File: src/rtl/pwm_tick_pkg.sv
package pwm_tick_pkg;

    typedef enum logic {
        CH_DIVIDE   = 1'b0,
        CH_EXTERNAL = 1'b1
    } ch_mode_e;

    typedef enum logic {
        SY_LOW  = 1'b0,
        SY_HIGH = 1'b1
    } sync_state_e;

    // Group that owns a channel: low channels go to group 0.
    function automatic int grp_of(input int ch, input int grp0_count);
        return (ch < grp0_count) ? 0 : 1;
    endfunction

endpackage

File: src/rtl/pwm_prescaler.sv
module pwm_prescaler #(
    parameter int PRE_W = 8
) (
    input  logic             clk,
    input  logic             rst_n,
    input  logic             wr,
    input  logic [PRE_W-1:0] wdata,
    output logic             pre_tick,
    output logic [PRE_W-1:0] act_val
);

    logic [PRE_W-1:0] pend_q;
    logic [PRE_W-1:0] act_q;
    logic [PRE_W-1:0] cnt_q;

    assign pre_tick = (cnt_q == act_q);
    assign act_val  = act_q;

    always_ff @(posedge clk or negedge rst_n) begin
        if (!rst_n) begin
            pend_q <= '0;
        end else if (wr) begin
            pend_q <= wdata;
        end
    end

    always_ff @(posedge clk or negedge rst_n) begin
        if (!rst_n) begin
            act_q <= '0;
            cnt_q <= '0;
        end else if (pre_tick) begin
            act_q <= pend_q;
            cnt_q <= '0;
        end else begin
            cnt_q <= cnt_q + 1'b1;
        end
    end

endmodule

File: src/rtl/pwm_ext_sync.sv
module pwm_ext_sync
    import pwm_tick_pkg::*;
(
    input  logic clk,
    input  logic rst_n,
    input  logic ext_in,
    output logic edge_o
);

    logic        meta_q;
    logic        sync_q;
    sync_state_e st_q;
    sync_state_e st_d;

    always_ff @(posedge clk or negedge rst_n) begin
        if (!rst_n) begin
            meta_q <= 1'b0;
            sync_q <= 1'b0;
        end else begin
            meta_q <= ext_in;
            sync_q <= meta_q;
        end
    end

    always_comb begin
        st_d = st_q;
        unique case (st_q)
            SY_LOW:  if (sync_q)  st_d = SY_HIGH;
            SY_HIGH: if (!sync_q) st_d = SY_LOW;
            default: st_d = SY_LOW;
        endcase
    end

    always_ff @(posedge clk or negedge rst_n) begin
        if (!rst_n) st_q <= SY_LOW;
        else        st_q <= st_d;
    end

    assign edge_o = (st_q == SY_LOW) && sync_q;

endmodule

File: src/rtl/pwm_tick_channel.sv
module pwm_tick_channel
    import pwm_tick_pkg::*;
#(
    parameter int                  SEL_W        = 4,
    parameter int                  DIV_BASE     = 0,
    parameter int                  MAX_DIV_CODE = 4,
    parameter logic [2**SEL_W-1:0] EXT_CODES    = 16'h00E0
) (
    input  logic             clk,
    input  logic             rst_n,
    input  logic             wr,
    input  logic [SEL_W-1:0] wdata,
    input  logic             pre_tick,
    input  logic             ext_edge,
    output logic             tick_o,
    output logic             is_ext,
    output logic [SEL_W-1:0] act_sel
);

    localparam int MAX_EXP = MAX_DIV_CODE + DIV_BASE;
    localparam int DCNT_W  = MAX_EXP + 1;

    logic [SEL_W-1:0]  pend_q;
    logic [SEL_W-1:0]  act_q;
    logic [DCNT_W-1:0] dcnt_q;
    logic [DCNT_W-1:0] mask;
    logic              hit;
    logic              sel_change;
    logic              tick_q;
    ch_mode_e          mode_q;
    ch_mode_e          mode_d;

    function automatic logic [DCNT_W-1:0] mask_of(input logic [SEL_W-1:0] code);
        int e;
        e = ((int'(code) > MAX_DIV_CODE) ? MAX_DIV_CODE : int'(code)) + DIV_BASE;
        return DCNT_W'((1 << e) - 1);
    endfunction

    assign mask       = mask_of(act_q);
    assign hit        = ((dcnt_q & mask) == mask);
    assign sel_change = (pend_q != act_q);

    // Holding register for the selector field.
    always_ff @(posedge clk or negedge rst_n) begin
        if (!rst_n)  pend_q <= '0;
        else if (wr) pend_q <= wdata;
    end

    // Active selector and divide count move only on a prescale pulse.
    always_ff @(posedge clk or negedge rst_n) begin
        if (!rst_n) begin
            act_q  <= '0;
            dcnt_q <= '0;
        end else if (pre_tick) begin
            act_q  <= pend_q;
            dcnt_q <= (hit || sel_change) ? '0 : dcnt_q + 1'b1;
        end
    end

    // Next-state logic of the mode machine.
    always_comb begin
        mode_d = mode_q;
        unique case (mode_q)
            CH_DIVIDE:   if (pre_tick && EXT_CODES[pend_q])  mode_d = CH_EXTERNAL;
            CH_EXTERNAL: if (pre_tick && !EXT_CODES[pend_q]) mode_d = CH_DIVIDE;
            default:     mode_d = CH_DIVIDE;
        endcase
    end

    // State register.
    always_ff @(posedge clk or negedge rst_n) begin
        if (!rst_n) mode_q <= CH_DIVIDE;
        else        mode_q <= mode_d;
    end

    // Output register.
    always_ff @(posedge clk or negedge rst_n) begin
        if (!rst_n) begin
            tick_q <= 1'b0;
        end else begin
            unique case (mode_q)
                CH_DIVIDE:   tick_q <= pre_tick && hit;
                CH_EXTERNAL: tick_q <= ext_edge;
                default:     tick_q <= 1'b0;
            endcase
        end
    end

    assign tick_o  = tick_q;
    assign is_ext  = (mode_q == CH_EXTERNAL);
    assign act_sel = act_q;

endmodule

File: src/rtl/pwm_tick_gen.sv
module pwm_tick_gen
    import pwm_tick_pkg::*;
#(
    parameter int                  NUM_CH       = 5,
    parameter int                  GRP0_CH      = 2,
    parameter int                  PRE_W        = 8,
    parameter int                  SEL_W        = 4,
    parameter int                  DIV_BASE     = 0,
    parameter int                  MAX_DIV_CODE = 4,
    parameter logic [2**SEL_W-1:0] EXT_CODES    = 16'h00E0
) (
    input  logic                    clk,
    input  logic                    rst_n,
    input  logic [1:0]              ext_clk_i,
    input  logic                    pre_wr,
    input  logic [2*PRE_W-1:0]      pre_wdata,
    input  logic                    sel_wr,
    input  logic [NUM_CH*SEL_W-1:0] sel_wdata,
    output logic [NUM_CH-1:0]       tick_o
);

    localparam int NUM_GRP = 2;

    logic [NUM_GRP-1:0]       pre_tick;
    logic [NUM_GRP-1:0]       ext_edge;
    logic [NUM_GRP*PRE_W-1:0] act_pre;
    logic [NUM_CH-1:0]        ch_ext;
    logic [NUM_CH*SEL_W-1:0]  act_sel;

    for (genvar g = 0; g < NUM_GRP; g++) begin : g_grp
        pwm_prescaler #(.PRE_W(PRE_W)) u_pre (
            .clk      (clk),
            .rst_n    (rst_n),
            .wr       (pre_wr),
            .wdata    (pre_wdata[g*PRE_W +: PRE_W]),
            .pre_tick (pre_tick[g]),
            .act_val  (act_pre[g*PRE_W +: PRE_W])
        );

        pwm_ext_sync u_sync (
            .clk    (clk),
            .rst_n  (rst_n),
            .ext_in (ext_clk_i[g]),
            .edge_o (ext_edge[g])
        );
    end

    for (genvar c = 0; c < NUM_CH; c++) begin : g_ch
        localparam int G = grp_of(c, GRP0_CH);

        pwm_tick_channel #(
            .SEL_W        (SEL_W),
            .DIV_BASE     (DIV_BASE),
            .MAX_DIV_CODE (MAX_DIV_CODE),
            .EXT_CODES    (EXT_CODES)
        ) u_ch (
            .clk      (clk),
            .rst_n    (rst_n),
            .wr       (sel_wr),
            .wdata    (sel_wdata[c*SEL_W +: SEL_W]),
            .pre_tick (pre_tick[G]),
            .ext_edge (ext_edge[G]),
            .tick_o   (tick_o[c]),
            .is_ext   (ch_ext[c]),
            .act_sel  (act_sel[c*SEL_W +: SEL_W])
        );
    end

endmodule

File: config.mk
export PLATFORM = sky130hd
export DESIGN_NAME = pwm_tick_gen
export DESIGN_NICKNAME = d
export VERILOG_FILES = /design/src/rtl/pwm_tick_pkg.sv /design/src/rtl/pwm_prescaler.sv /design/src/rtl/pwm_ext_sync.sv /design/src/rtl/pwm_tick_channel.sv /design/src/rtl/pwm_tick_gen.sv
export SDC_FILE = /design/constraint.sdc
export NUM_CORES = 1
export LEC_CHECK = 0
export BUFFER_PORTS_ARGS = -buffer_cell sky130_fd_sc_hd__buf_2
export CELL_PAD_IN_SITES_DETAIL_PLACEMENT = 1
export CELL_PAD_IN_SITES_GLOBAL_PLACEMENT = 2
export CORE_MARGIN = 1
export CORE_UTILIZATION = 40
export DETAILED_ROUTE_END_ITERATION = 8
export MAX_ROUTING_LAYER = met4
export PLACE_DENSITY_LB_ADDON = 0.1
export SKIP_LAST_GASP = 1
export SLEW_MARGIN = 5
export SYNTH_ARGS = -nofsm -noshare
export SYNTH_HDL_FRONTEND = slang
export SYNTH_SLANG_ARGS = --single-unit
File: constraint.sdc
create_clock -name clk -period 5.4 [get_ports clk]
set_input_delay 0.27 -clock clk [delete_from_list [all_inputs] [get_ports clk]]
set_output_delay 0.27 -clock clk [all_outputs]
set_load 0.05 [all_outputs]
==> Word level (Yosys, flattened, before mapping) <==
Memories as Yosys holds them, arrays and structs flattened.
Index checks and enable logic that the tools add are counted.
{ "totals": {"ff_bits": 129, "word_cells": 159, "out_inout_bits": 5, "romBits": 80, "memories": 5, "input_bits": 42} }
{ "mem_list": {"columns": ["memory", "depth", "word_bits", "read_ports", "rd_ports_with_merged_regs", "write_ports", "line_no", "rtl"], "rows": [
  ["(no name shown)", 16, 1, 1, 0, 0, "pwm_tick_channel.sv:64", "CH_DIVIDE: if (pre_tick && EXT_CODES[pend_q]) mode_d = CH_EXTERNAL;"],
  ["(no name shown)", 16, 1, 1, 0, 0, "pwm_tick_channel.sv:64", null],
  ["(no name shown)", 16, 1, 1, 0, 0, "pwm_tick_channel.sv:64", null],
  ["(no name shown)", 16, 1, 1, 0, 0, "pwm_tick_channel.sv:64", null],
  ["(no name shown)", 16, 1, 1, 0, 0, "pwm_tick_channel.sv:64", null]
]} }
{ "op_classes": {"shifts": 5, "magnitude_cmp": 10, "addsub": 12, "eq_ne": 12, "reduce_logical": 27, "bitwise": 12, "mux": 39} }
{ "op_table": {"columns": ["cell", "count"], "rows": [
  ["$shl 1x32->5 const A", 5],
  ["$add 5x1->5 const B", 5],
  ["$and 5x5->5", 5],
  ["$eq 5x5->1", 5],
  ["$lt 4x5->1 const B", 5],
  ["$mux 5", 5],
  ["$sub 5x2->5 const B", 5],
  ["$gt 4x3->1 const B", 5],
  ["$mux 4", 5],
  ["$ne 4x4->1", 5],
  ["$pmux 1 s2", 10],
  ["$logic_and 1x1->1", 17],
  ["$mux 1", 17],
  ["$add 8x1->8 const B", 2],
  ["$eq 8x8->1", 2],
  ["$mux 8", 2],
  ["$not 1->1", 7],
  ["$logic_not 1->1", 5],
  ["$logic_or 1x1->1", 5]
]} }

==> Depth between registers and ports, before layout <==
Gate-level depths: netlist of run 1.
{ "logic_depth": {"ltp_word": 8, "ltp_mapped": 7, "mapped_depth_nobuf": 7} }

==> Modules after synthesis <==
From an unflattened synthesis of run 1, not the netlist that was laid out.
{ "unflattened": {"cells_unflattened": 471, "area_unflattened_um2": 5978.2} }
{ "modules_own_cells": {"columns": ["module", "cells_each", "instances", "area_per_inst_um2", "seq_area_each_um2"], "rows": [
  ["pwm_tick_channel", 63, 5, 750.7, 350.3],
  ["pwm_prescaler", 74, 2, 1023.5, 600.6],
  ["pwm_ext_sync", 4, 2, 88.8, 75.1]
]} }

==> Least setup slack after synthesis of run 1 <==
OpenSTA, ideal clock, no wires.
{ "synth_timing": {"kind": "register -> register", "from": "reg g_ch[4].u_ch.act_q[0]", "to": "reg g_ch[4].u_ch.dcnt_q[2]", "setup_ps": 87, "arrival_ps": 1842, "required_ps": 5313, "path_buffers": 0, "path_stages_with_launch": 8, "period_less_slack_ps": 1929, "slack_ps": 3471, "cell_sequence": "dfrtp_1 > nor4_2 > inv_1 > ha_1 > or2_2 > o221ai_2 > o2111ai_2 > o211ai_1"} }
{ "synth_via": {"elab_chain_len": 8, "word_cells_on_any_way": 9, "classes_between": "add/sub: 1; order compare: 1; eq/ne: 2; shift: 1; mux: 2; bitwise: 1; reduce/logical: 1"} }
{ "synth_lines": {"columns": ["item", "line_no", "rtl"], "rows": [
  ["start: declaration", "pwm_tick_channel.sv:24", "logic [SEL_W-1:0] act_q;"],
  ["start signal: assignment", "pwm_tick_channel.sv:55", "act_q <= pend_q;"],
  ["$gt 4x3->1", "pwm_tick_channel.sv:35", "e = ((int'(code) > MAX_DIV_CODE) ? MAX_DIV_CODE : int'(code)) + DIV_BASE;"],
  ["$mux 4", "pwm_tick_channel.sv:35", null],
  ["$shl 1x32->5", "pwm_tick_channel.sv:36", "return DCNT_W'((1 << e) - 1);"],
  ["$sub 5x2->5", "pwm_tick_channel.sv:36", null],
  ["$and 5x5->5", "pwm_tick_channel.sv:40", "assign hit = ((dcnt_q & mask) == mask);"],
  ["$eq 5x5->1", "pwm_tick_channel.sv:40", null],
  ["$logic_or 1x1->1 (*)", "pwm_tick_channel.sv:56", "dcnt_q <= (hit || sel_change) ? '0 : dcnt_q + 1'b1;"],
  ["$mux 5 (*)", "pwm_tick_channel.sv:56", null],
  ["end signal: assignment", "pwm_tick_channel.sv:56", null],
  ["end: declaration", "pwm_tick_channel.sv:25", "logic [DCNT_W-1:0] dcnt_q;"]
]} }
Mark *: on every way between the ends. The rest lies on a longest branch, timed or not.
A chain may end at the register's enable or synchronous reset.

==> Worst setup path in the final report of run 1 <==
{ "layout_timing": {"from": "reg g_grp[1].u_pre.cnt_q[0]", "to": "reg g_grp[1].u_pre.act_q[7]"} }
{ "layout_via": {"elab_chain_len": 1} }
{ "layout_lines": {"columns": ["item", "line_no", "rtl"], "rows": [
  ["start: declaration", "pwm_prescaler.sv:14", "logic [PRE_W-1:0] cnt_q;"],
  ["start signal: assignment", "pwm_prescaler.sv:35", "cnt_q <= cnt_q + 1'b1;"],
  ["$eq 8x8->1", "pwm_prescaler.sv:16", "assign pre_tick = (cnt_q == act_q);"],
  ["end signal: assignment", "pwm_prescaler.sv:32", "act_q <= pend_q;"],
  ["end: declaration", "pwm_prescaler.sv:13", "logic [PRE_W-1:0] act_q;"]
]} }
Every way passes these cells.

==> run metrics, run 1 <==
CP arrival 2.80 ns; Synth Warn # 0; worst rel slew slack 35.26%; antenna violations before repair 0; area fraction of the dominant cell type after synthesis 49.82%; I/O Buffers 46; Hold Slack 0.06522 ns; DP Area 6548 um2; remaining routing DRC violations 0; Finished Cell Area 7201 um2; clk slew on worst S/H paths 0.05 ns; status complete, no violations; sequential fraction of the synthesis area 49.82%; ys flop type dfrtp_1; Worst R2R Setup Slack 2.91 ns; clock insertion delay at the later pin of the skew report 0.42 ns; Root Driver clkbuf_16; vias in the first global route 4,342; critical path, cell by cell xnor2_1 > nand4_2 > nor2_2 > mux2_2; Final min period 2.492 ns; DP Wirelength 8.946 mm; highest fanout seen on the critical path 21; final wirelength 12.76 mm; chip width 126.8 um; CP Class reg -> reg; WL per Instance 17.24 um; Post-synth top cells dfrtp_1, mux2_2, o21ai_0; Critical Path Slowest Stage Cell nor2_2; worst hold path class in -> reg; Die ar. 16,070 um2; critical path's largest stage delay 0.87 ns; met2 usage 27.69%; Yosys reg bits 124; drt initial violations 141; Core Area 15,200 um2; Routed Antenna Nets 0; RSZ-0062 raised after global routing no; row cnt 45; Clock Path Buffers 2; most common cell in the netlist dfrtp_1; first-pass GRT wire length 22.43 mm; Clock Skew 0.01113 ns; io pins 47; Num CTS Buffers 17; Synth cell types 45; Post-synth ARST share 100.0%; critical path endpoint category register; Total GRT Usage 18.58%; Slew Limit Fails 0; Area Overhead vs Synth 15.61%; min-delay src sel_wdata[3]; met1 usage 24.46%; die height 126.8 um; PnR Total Power 3.858 mW; Layout fillers 1,611; Vias/cell 5.349; most used routing layer met2; register area 3103 um2; critical path startpoint category register; Post-synth EDFFs 0; mean post-synth cell area 12.71 um2; Fin Setup TNS 0 ns; met3 usage 4.808%; share of layout cells above drive strength 1 31.34%; family with the most delay on the worst path simple AND/OR/NAND/NOR gates; RePlAce Congestion 0.7501; setup slack after layout 2.908 ns; Required @ worst endpoint 5.71 ns; Max Cap Viol 0; grt ovf 0; FF-to-FF path depth 4; Max IR drop VDD 0.2592 mV; PD cells 535.7 nW/um2; hold-critical path depth 3; CTS tree built; H-tree depth 4; Yosys top cell by area dfrtp_1; Worst Hold Endpoint g_ch[0].u_ch.pend_q[3]$_DFFE_PN0P_; via count 3,958; DR pass1 iterations 4; pin count of the biggest net entering global routing 61; Mapped Cells 490; Clock Sinks 124; Leakage 3.057 nW; final hold vios 0; Mapped Area 6228 um2; Final nets 593; Diodes inserted 0; Starting Density 40.97%; Worst-Margin Slew 0.9700 ns; Place WS 2.881 ns; RR Startpoint g_grp[1].u_pre.cnt_q[0]$_DFF_PN0_; area occupied by multi-input gates 2924 um2; CTS resizes 0; RR Endpoint g_grp[1].u_pre.act_val[7]$_DFFE_PN0N_; synth top area cells dfrtp_1, mux2_2, xor2_1, mux2_4, mux2_1; Final Cycle Share 46.14%; syn nets 544; Bufs and invs on worst path 0; Highest Clock Rate 401.4 MHz; final setup violating endpoints 0
per-stage QoR:
| stage | util, % | std cells |
|---|---|---|
| 5_1_grt | 47.37 | 740 |
| 6_report | 47.37 | 740 |
| 2_1_floorplan | - | 490 |
| 3_3_place_gp | 43.07 | 705 |
| 4_1_cts | 47.37 | 740 |
| 3_5_place_dp | 43.07 | 705 |
layout make-up:
class	count	area share, %
repair buffers	51	3.858
multi-input cells	335	40.61
clock inverters	9	1.877
inverters	10	0.5213
clock buffers	23	6.777
flip-flops and latches	124	43.09
well taps	188	3.267
cell families (layout without fill, tap and decap cells):
| kind of cell | after synthesis | count (layout) | share of synthesized area [%] |
|---|---|---|---|
| XOR/XNOR | 48 | 48 | 6.750 |
| adder cells (fa/ha/maj) | 12 | 12 | 2.411 |
| buffers and inverters | 31 | 93 | 3.234 |
| AND/OR/NAND/NOR | 118 | 118 | 13.30 |
| multiplexers | 68 | 68 | 13.14 |
| flip-flops | 124 | 124 | 49.82 |
| AO/OA/AOI/OAI | 89 | 89 | 11.35 |
how the worst max path moves through the flow:
stage | start | to | cells past startpoint
after detailed placement | g_grp[1].u_pre.cnt_q[0]$_DFF_PN0_ | g_grp[1].u_pre.act_val[7]$_DFFE_PN0N_ | 4
after CTS | g_grp[1].u_pre.cnt_q[0]$_DFF_PN0_ | g_grp[1].u_pre.act_val[7]$_DFFE_PN0N_ | 4
after global placement | g_grp[1].u_pre.cnt_q[0]$_DFF_PN0_ | g_grp[1].u_pre.act_val[7]$_DFFE_PN0N_ | 4
after floorplan | g_ch[4].u_ch.act_sel[0]$_DFFE_PN0N_ | g_ch[4].u_ch.dcnt_q[2]$_DFFE_PN0N_ | 7
after global routing | g_grp[1].u_pre.cnt_q[0]$_DFF_PN0_ | g_grp[1].u_pre.act_val[7]$_DFFE_PN0N_ | 4
final | g_grp[1].u_pre.cnt_q[0]$_DFF_PN0_ | g_grp[1].u_pre.act_val[7]$_DFFE_PN0N_ | 4
layout by cell type, fill, tap and decap left out, types with 4 or more instances in the layout:
cell and count:
o2bb2ai_1 8, buf_2 45, clkbuf_8 4, nand4b_1 5, clkbuf_16 17, nor4_2 5, nand2_1 14, o2111ai_2 4
ha_1 12, a31oi_1 4, nor4_4 5, mux2_1 16, o221ai_2 5, o21ai_0 31, nor3_1 4, xor2_1 30
o41ai_2 5, o211ai_1 9, and4_1 4, dfrtp_1 124, and3_1 4, nand2b_1 5, nor2_1 24, xnor2_1 18
nand3_1 19, nand4_2 4, nor4b_2 5, and2_1 6, inv_1 10, mux2_2 38, mux2_4 14, o21ai_1 14
nor2b_1 7, o21bai_1 4
sequential cells by signal (all words and copies together) (netlist names), named ones only:
name,flops
g_ch.u_ch.tick_o,5
g_grp.u_sync.meta_q,2
g_ch.u_ch.pend_q,20
g_grp.u_pre.cnt_q,16
g_grp.u_sync.sync_q,2
g_grp.u_sync.st_q,2
g_grp.u_pre.pend_q,16
g_ch.u_ch.act_sel,20
g_grp.u_pre.act_val,16
g_ch.u_ch.dcnt_q,20
per-layer routing:
metal / vias to the layer above / share of wire (%)
met3: 19 / 3.3
li1: 1884 / -
met1: 1998 / 49
met5: - / 0
met2: 57 / 46
met4: 0 / 1.6
report_power, final:
| group | internal [mW] | switching (mW) |
|---|---|---|
| clock | 0.775 | 0.410 |
| combinational | 0.523 | 0.614 |
| sequential | 1.19 | 0.344 |
worst register-to-register path, stage by stage (launching register included):
cell     delay [ns]
dfrtp_1        0.45
xnor2_1        0.26
nand4_2        0.37
nor2_2         0.87
mux2_2         0.42
timing repair:
| item | 4_1_cts | 5_1_grt |
|---|---|---|
| endpoints found under the hold margin | 22 | 0 |
| buffers inserted | 0 | 0 |
| hold buffers | 3 | 0 |
Note: power is estimated with default switching activity, not from simulation.
==> run 2: changes to the inputs <==
==> constraint.sdc (replaced) <==
create_clock -name clk -period 2.6 [get_ports clk]
set_input_delay 0.13 -clock clk [delete_from_list [all_inputs] [get_ports clk]]
set_output_delay 0.13 -clock clk [all_outputs]
set_load 0.05 [all_outputs]
==> run 2 against run 1 <==
Net effect: cell count is 5.8% higher; hold slack better by 0.13 ns; worst setup slack worse by 2.4 ns; maximum frequency is 20% higher; via count is 4.9% higher; global-route usage is 0.43 points higher; wire length is 2.4% higher; largest power group unchanged.
==> run metrics, run 2 (same netlist as run 1, synthesis figures left out) <==
status complete, no violations (unchanged); Starting Density 40.97% (unchanged); die height 126.8 um (unchanged); Routed Antenna Nets 0 (unchanged); commonest non-fill, non-tap cell in the layout dfrtp_1 (unchanged); worst rel slew slack 60.28% (was 35.26%); H-tree depth 4 (unchanged); share of layout cells above drive strength 1 30.42% (was 31.34%); commonest non-fill, non-tap cells in the layout dfrtp_1, buf_2, dlygate4sd3_1, mux2_2, o21ai_0 (was dfrtp_1, buf_2, mux2_2, o21ai_0, xor2_1); DP Wirelength 8.972 mm (was 8.946 mm); RSZ-0062 raised after global routing no (unchanged); drt initial violations 132 (was 141); sw frac 35.88% (was 35.46%); WL per Instance 16.69 um (was 17.24 um); Vias/cell 5.300 (was 5.349); Clock Sinks 124 (unchanged); Worst-Margin Slew 0.5958 ns (was 0.9700 ns); sequential power share 39.7% (was 39.8%); CTS resizes 0 (unchanged); Post-Layout Cell Count 783 (was 740); chip width 126.8 um (unchanged); critical path startpoint category register (unchanged); antenna violations before repair 0 (unchanged); Num CTS Buffers 17 (unchanged); PD cells 1054 nW/um2 (was 535.7 nW/um2); Clock Skew 0.006727 ns (was 0.01113 ns); final wirelength 13.07 mm (was 12.76 mm); Core Area 15,200 um2 (unchanged); first-pass GRT wire length 23.04 mm (was 22.43 mm); CP arrival 2.41 ns (was 2.80 ns); placed cells 713 (was 705); Area Overhead vs Synth 22.36% (was 15.61%); area occupied by multi-input gates 2924 um2 (unchanged); via count 4,150 (was 3,958); Highest Clock Rate 480.5 MHz (was 401.4 MHz); Gate power share 31.2% (was 29.5%); row cnt 45 (unchanged); CP Class reg -> reg (unchanged); Final nets 637 (was 593); Clock Path Buffers 2 (unchanged); Clock power frac 29.2% (was 30.7%); Final Cycle Share 80.05% (was 46.14%); Hold Slack 0.1961 ns (was 0.06522 ns); CP startpoint g_ch[4].u_ch.act_sel[0]$_DFFE_PN0N_ (was g_grp[1].u_pre.cnt_q[0]$_DFF_PN0_); DR pass1 iterations 4 (unchanged); vias in the first global route 4,547 (was 4,342); Max Cap Viol 0 (unchanged); Diodes inserted 0 (unchanged); RePlAce Congestion 0.7771 (was 0.7501); critical path endpoint category register (unchanged); Required @ worst endpoint 2.93 ns (was 5.71 ns); CP Capture Point g_ch[4].u_ch.dcnt_q[3]$_DFFE_PN0N_ (was g_grp[1].u_pre.act_val[7]$_DFFE_PN0N_); io pins 47 (unchanged); I/O Buffers 46 (unchanged); Fin Setup TNS 0 ns (unchanged); worst hold path class in -> async (was in -> reg); pin count of the biggest net entering global routing 42 (was 61); Final min period 2.081 ns (was 2.492 ns); Layout fillers 1,583 (was 1,611); RR Startpoint g_ch[4].u_ch.act_sel[0]$_DFFE_PN0N_ (was g_grp[1].u_pre.cnt_q[0]$_DFF_PN0_); final hold vios 0 (unchanged); Worst R2R Setup Slack 0.52 ns (was 2.91 ns); final setup violating endpoints 0 (unchanged); clock insertion delay at the later pin of the skew report 0.41 ns (was 0.42 ns); Slew Limit Fails 0 (unchanged); Internal 5.150 mW (was 2.490 mW); Root Driver clkbuf_16 (unchanged); Total GRT Usage 19.01% (was 18.58%); highest fanout seen on the critical path 5 (was 21); clk slew on worst S/H paths 0.06 ns (was 0.05 ns); register area 3103 um2 (unchanged); P_sw 2.881 mW (was 1.368 mW); CTS tree built (unchanged); Max IR drop VDD 0.5416 mV (was 0.2592 mV); remaining routing DRC violations 0 (unchanged); RR Endpoint g_ch[4].u_ch.dcnt_q[3]$_DFFE_PN0N_ (was g_grp[1].u_pre.act_val[7]$_DFFE_PN0N_); grt ovf 0 (unchanged); FF-to-FF path depth 7 (was 4); Die ar. 16,070 um2 (unchanged); Leakage 3.243 nW (was 3.057 nW)
-- run 2: cell count changes in the layout (fill, tap and decap cells not counted), sizes merged --
cell | previous run | this run
dlygate4sd3 | 3 | 39
buf | 48 | 56
clkbuf | 23 | 21
bufinv | 3 | 2
clkinv | 3 | 4
inv | 10 | 11
-- run 2: per-layer routing --
metal  part of all wire, %  routed length [um]  GRT usage [%]
met1                    48                6276          24.12
met2                    48                6234          30.09
met3                   2.6                 337          3.754
met4                   1.7                 218          7.353
met5                     0                   0              -
-- run 2: power by group through the flow --
stage	clock (mW)	combinational [mW]	sequential, mW
2_1_floorplan	0	2.04	3.02
3_3_place_gp	0	2.41	3.19
3_5_place_dp	0	2.49	3.21
4_1_cts	2.41	2.55	3.20
5_1_grt	2.47	2.79	3.30
6_report	2.34	2.50	3.18
-- run 2: through the flow --
| stage | utilization, % | power (mW) | area (um2) | setup WS (ns) |
|---|---|---|---|---|
| floorplan | - | 5.060 | 6228 | 0.6710 |
| global placement | 43.71 | 5.598 | 6645 | 0.5825 |
| detailed placement | 43.71 | 5.699 | 6645 | 0.5148 |
| CTS | 50.13 | 8.153 | 7621 | 0.4950 |
| global route | 50.13 | 8.562 | 7621 | 0.3384 |
| finish | 50.13 | 8.030 | 7621 | 0.5187 |
-- run 2: repair_timing --
item	in CTS	in global routing
setup buffers	0	0
hold buffers	39	0
hold endpoints to repair	66	0
-- run 2: critical path: stages, from the launching register on --
cell,delay [ns]
dfrtp_1,0.43
nor4_2,0.37
inv_1,0.08
ha_1,0.29
or2_2,0.28
o221ai_2,0.12
o2111ai_2,0.21
o211ai_1,0.21
-- run 2: final cells by class --
cell class,instances,area share (%)
clock inverter,10,1.510
clock buffer,21,6.173
timing repair buffer,95,9.654
tap,188,3.087
multi-input combinational,335,38.37
sequential,124,40.72
inverter,10,0.4925
-- run 2: how the worst min path moves through the flow --
stage	startpoint	endpoint	slack, ns	depth (start not counted)
after global routing	rst_n	g_ch[1].u_ch.dcnt_q[1]$_DFFE_PN0N_	0.23	2
final	rst_n	g_ch[1].u_ch.act_sel[1]$_DFFE_PN0N_	0.20	2
after floorplan	rst_n	asynchronous set/reset pin	-0.17	0
after detailed placement	rst_n	g_ch[1].u_ch.act_sel[1]$_DFFE_PN0N_	0.11	1
after global placement	rst_n	g_ch[1].u_ch.act_sel[2]$_DFFE_PN0N_	0.1	1
after CTS	rst_n	g_ch[1].u_ch.act_sel[1]$_DFFE_PN0N_	0.20	2
==> run 3: changes to the inputs <==
--- a/config.mk
+++ b/config.mk
@@ -5,11 +5,12 @@
 export SDC_FILE = /design/constraint.sdc
 export NUM_CORES = 1
 export LEC_CHECK = 0
+export ABC_AREA = 1
 export BUFFER_PORTS_ARGS = -buffer_cell sky130_fd_sc_hd__buf_2
 export CELL_PAD_IN_SITES_DETAIL_PLACEMENT = 1
 export CELL_PAD_IN_SITES_GLOBAL_PLACEMENT = 2
 export CORE_MARGIN = 1
-export CORE_UTILIZATION = 40
+export CORE_UTILIZATION = 33
 export DETAILED_ROUTE_END_ITERATION = 8
 export MAX_ROUTING_LAYER = met4
 export PLACE_DENSITY_LB_ADDON = 0.1
==> constraint.sdc (replaced) <==
create_clock -name clk -period 1.9 [get_ports clk]
set_input_delay 0.095 -clock clk [delete_from_list [all_inputs] [get_ports clk]]
set_output_delay 0.095 -clock clk [all_outputs]
set_load 0.05 [all_outputs]
==> run 3 against run 2 <==
Net effect: clock power up 32%; first-iteration DRC count increased by 30%; register-to-register slack got worse by 0.40 ns; critical path type unchanged; largest cell class unchanged; highest routed layer unchanged.
==> run metrics, run 3 <==
antenna violations before repair 0 (unchanged); Final Cycle Share 93.79% (was 80.05%); Highest Clock Rate 561.2 MHz (was 480.5 MHz); area fraction of the dominant cell type after synthesis 52.25% (was 49.82%); Hold Slack 0.1068 ns (was 0.1961 ns); PD cells 1310 nW/um2 (was 1054 nW/um2); first-pass GRT wire length 24.54 mm (was 23.04 mm); Required @ worst endpoint 2.24 ns (was 2.93 ns); Synth cell types 24 (was 45); Synth Warn # 0 (unchanged); chip width 136.1 um (was 126.8 um); Diodes inserted 0 (unchanged); row cnt 48 (was 45); vias in the first global route 5,110 (was 4,547); highest fanout seen on the critical path 5 (unchanged); Leakage 3.615 nW (was 3.243 nW); Core Area 17,420 um2 (was 15,200 um2); ys flop type dfrtp_1 (unchanged); area occupied by multi-input gates 2364 um2 (was 2924 um2); final wirelength 14.16 mm (was 13.07 mm); share of layout cells above drive strength 1 15.06% (was 30.42%); worst rel slew slack 57.62% (was 60.28%); Clock Skew 0.007502 ns (was 0.006727 ns); via count 4,833 (was 4,150); placed cells 967 (was 713); Final nets 858 (was 637); FF-to-FF path depth 9 (was 7); mean post-synth cell area 8.375 um2 (was 12.71 um2); critical path endpoint category register (unchanged); synth top area cells dfrtp_1, nand2_1, o21ai_0, inv_1, nor2_1 (was dfrtp_1, mux2_2, xor2_1, mux2_4, mux2_1); Worst-Margin Slew 0.6348 ns (was 0.5958 ns); Starting Density 34.09% (was 40.97%); CP arrival 2.12 ns (was 2.41 ns); Post-synth EDFFs 0 (unchanged); Clock Path Buffers 2 (unchanged); Root Driver clkbuf_16 (unchanged); Num CTS Buffers 17 (unchanged); final core occ 42.56% (was 50.13%); H-tree depth 4 (unchanged); hold-critical path depth 3; RePlAce Congestion 0.7738 (was 0.7771); Vias/cell 4.638 (was 5.300); commonest non-fill, non-tap cell in the layout nand2_1 (was dfrtp_1); Max IR drop VDD 0.6532 mV (was 0.5416 mV); clock insertion delay at the later pin of the skew report 0.42 ns (was 0.41 ns); critical path startpoint category register (unchanged); die height 136.1 um (was 126.8 um); Mapped Area 5938 um2 (was 6228 um2); Total GRT Usage 17.46% (was 19.01%); Yosys reg bits 124 (unchanged); Slew Limit Fails 0 (unchanged); final hold vios 0 (unchanged); DP Wirelength 9.807 mm (was 8.972 mm); Yosys top cell by area dfrtp_1 (unchanged); sequential fraction of the synthesis area 52.25% (was 49.82%); remaining routing DRC violations 0 (unchanged); worst hold path class in -> reg (was in -> async); Clock Sinks 124 (unchanged); pin count of the biggest net entering global routing 43 (was 42); Layout fillers 2,117 (was 1,583); grt ovf 0 (unchanged); most common cell in the netlist nand2_1 (was dfrtp_1); drt initial violations 172 (was 132); CTS tree built (unchanged); commonest non-fill, non-tap cells in the layout nand2_1, dfrtp_1, inv_1, o21ai_0, nor2_1 (was dfrtp_1, buf_2, dlygate4sd3_1, mux2_2, o21ai_0); I/O Buffers 46 (unchanged); Die ar. 18,540 um2 (was 16,070 um2); final setup violating endpoints 0 (unchanged); Final min period 1.782 ns (was 2.081 ns); Area Overhead vs Synth 24.82% (was 22.36%); Mapped Cells 709 (was 490); Post-synth ARST share 100.0% (unchanged); Post-synth top cells nand2_1, dfrtp_1, inv_1 (was dfrtp_1, mux2_2, o21ai_0); io pins 47 (unchanged); DR pass1 iterations 4 (unchanged); Fin Setup TNS 0 ns (unchanged); WL per Instance 13.59 um (was 16.69 um); Post-Layout Cell Count 1,042 (was 783); syn nets 763 (was 544); Max Cap Viol 0 (unchanged); CP Class reg -> reg (unchanged); register area 3107 um2 (was 3103 um2); status complete, no violations (unchanged); clk slew on worst S/H paths 0.05 ns (was 0.06 ns); Routed Antenna Nets 0 (unchanged)
-- run 3: cell count changes after synthesis, moves of 16 or more --
cell / previous run / this run
nand2_1: 14 / 206
inv_1: 10 / 83
o21ai_0: 31 / 75
mux2_2: 38 / 9
nor2_1: 24 / 52
nand3_1: 19 / 38
xor2_1: 30 / 12
mux2_1: 16 / 0
-- run 3: layer usage --
layer	vias up	track usage [%]	wire length, um
met2	32	28.09	6909
met4	0	6.728	231
met3	16	3.244	253
met5	-	-	0
li1	2423	-	-
met1	2362	21.68	6763
-- run 3: worst max-delay path: stages, from the launching register on --
cell and delay (ns):
dfrtp_2 0.44, nor2_2 0.13, nand2_1 0.06, ha_1 0.28, or2_2 0.27, o21ai_0 0.09, nor2_1 0.09, nand2_2 0.11
nand2_1 0.09, o21ai_1 0.14
-- run 3: through the flow --
stage | worst slack (ns) | instance area, um2 | power (mW)
after global routing | -0.01385 | 7412 | 10.45
after global placement | 0.09321 | 6401 | 6.358
after detailed placement | -0.01307 | 6401 | 6.518
final | 0.1180 | 7412 | 9.707
after CTS | 0.01469 | 7355 | 9.749
after floorplan | 0.1468 | 5938 | 5.758
-- run 3: worst paths after layout --
check / from / endpoint / slack, ns
max in group asynchronous: rst_n / g_ch[0].u_ch.tick_o$_DFF_PN0_ / 1.08
worst min register to register: g_grp[0].u_sync.meta_q$_DFF_PN0_ / g_grp[0].u_sync.sync_q$_DFF_PN0_ / 0.36
worst max register to register: g_ch[2].u_ch.act_sel[0]$_DFFE_PN0N_ / g_ch[2].u_ch.dcnt_q[1]$_DFFE_PN0N_ / 0.12
worst max-delay path: g_ch[2].u_ch.act_sel[0]$_DFFE_PN0N_ / g_ch[2].u_ch.dcnt_q[1]$_DFFE_PN0N_ / 0.12
worst min-delay path: sel_wr / g_ch[3].u_ch.pend_q[3]$_DFFE_PN0P_ / 0.11
min in group asynchronous: rst_n / g_ch[3].u_ch.pend_q[0]$_DFFE_PN0P_ / 0.15
-- run 3: cell families (layout without fill, tap and decap cells) --
group	count (synthesis)	count (layout)	synth area share, %
AO/OA/AOI/OAI	100	100	8.597
AND/OR/NAND/NOR	326	326	22.80
XOR/XNOR	25	25	3.687
buffers and inverters	113	221	8.428
adder cells (fa/ha/maj)	12	12	2.528
multiplexers	9	9	1.707
flip-flops	124	124	52.25
-- run 3: layout make-up --
class                      instances  share of cell area [%]
sequential                       124                   41.91
multi-input combinational        472                   31.89
timing repair buffer             102                   10.47
clock buffer                      25                   6.685
inverter                          87                   4.406
tap                              225                   3.798
clock inverter                     7                  0.8440
-- run 3: where the power goes --
| group | switching, mW | internal, mW |
|---|---|---|
| logic | 1.53 | 1.13 |
| registers | 0.614 | 3.36 |
| clock network | 1.16 | 1.93 |
-- run 3: repair_timing --
action	CTS	global route
pin swaps	0	4
setup buffers	0	4
gates resized for setup	2	15
hold endpoints to repair	96	0
hold buffers	39	0
setup endpoints to repair	4	14
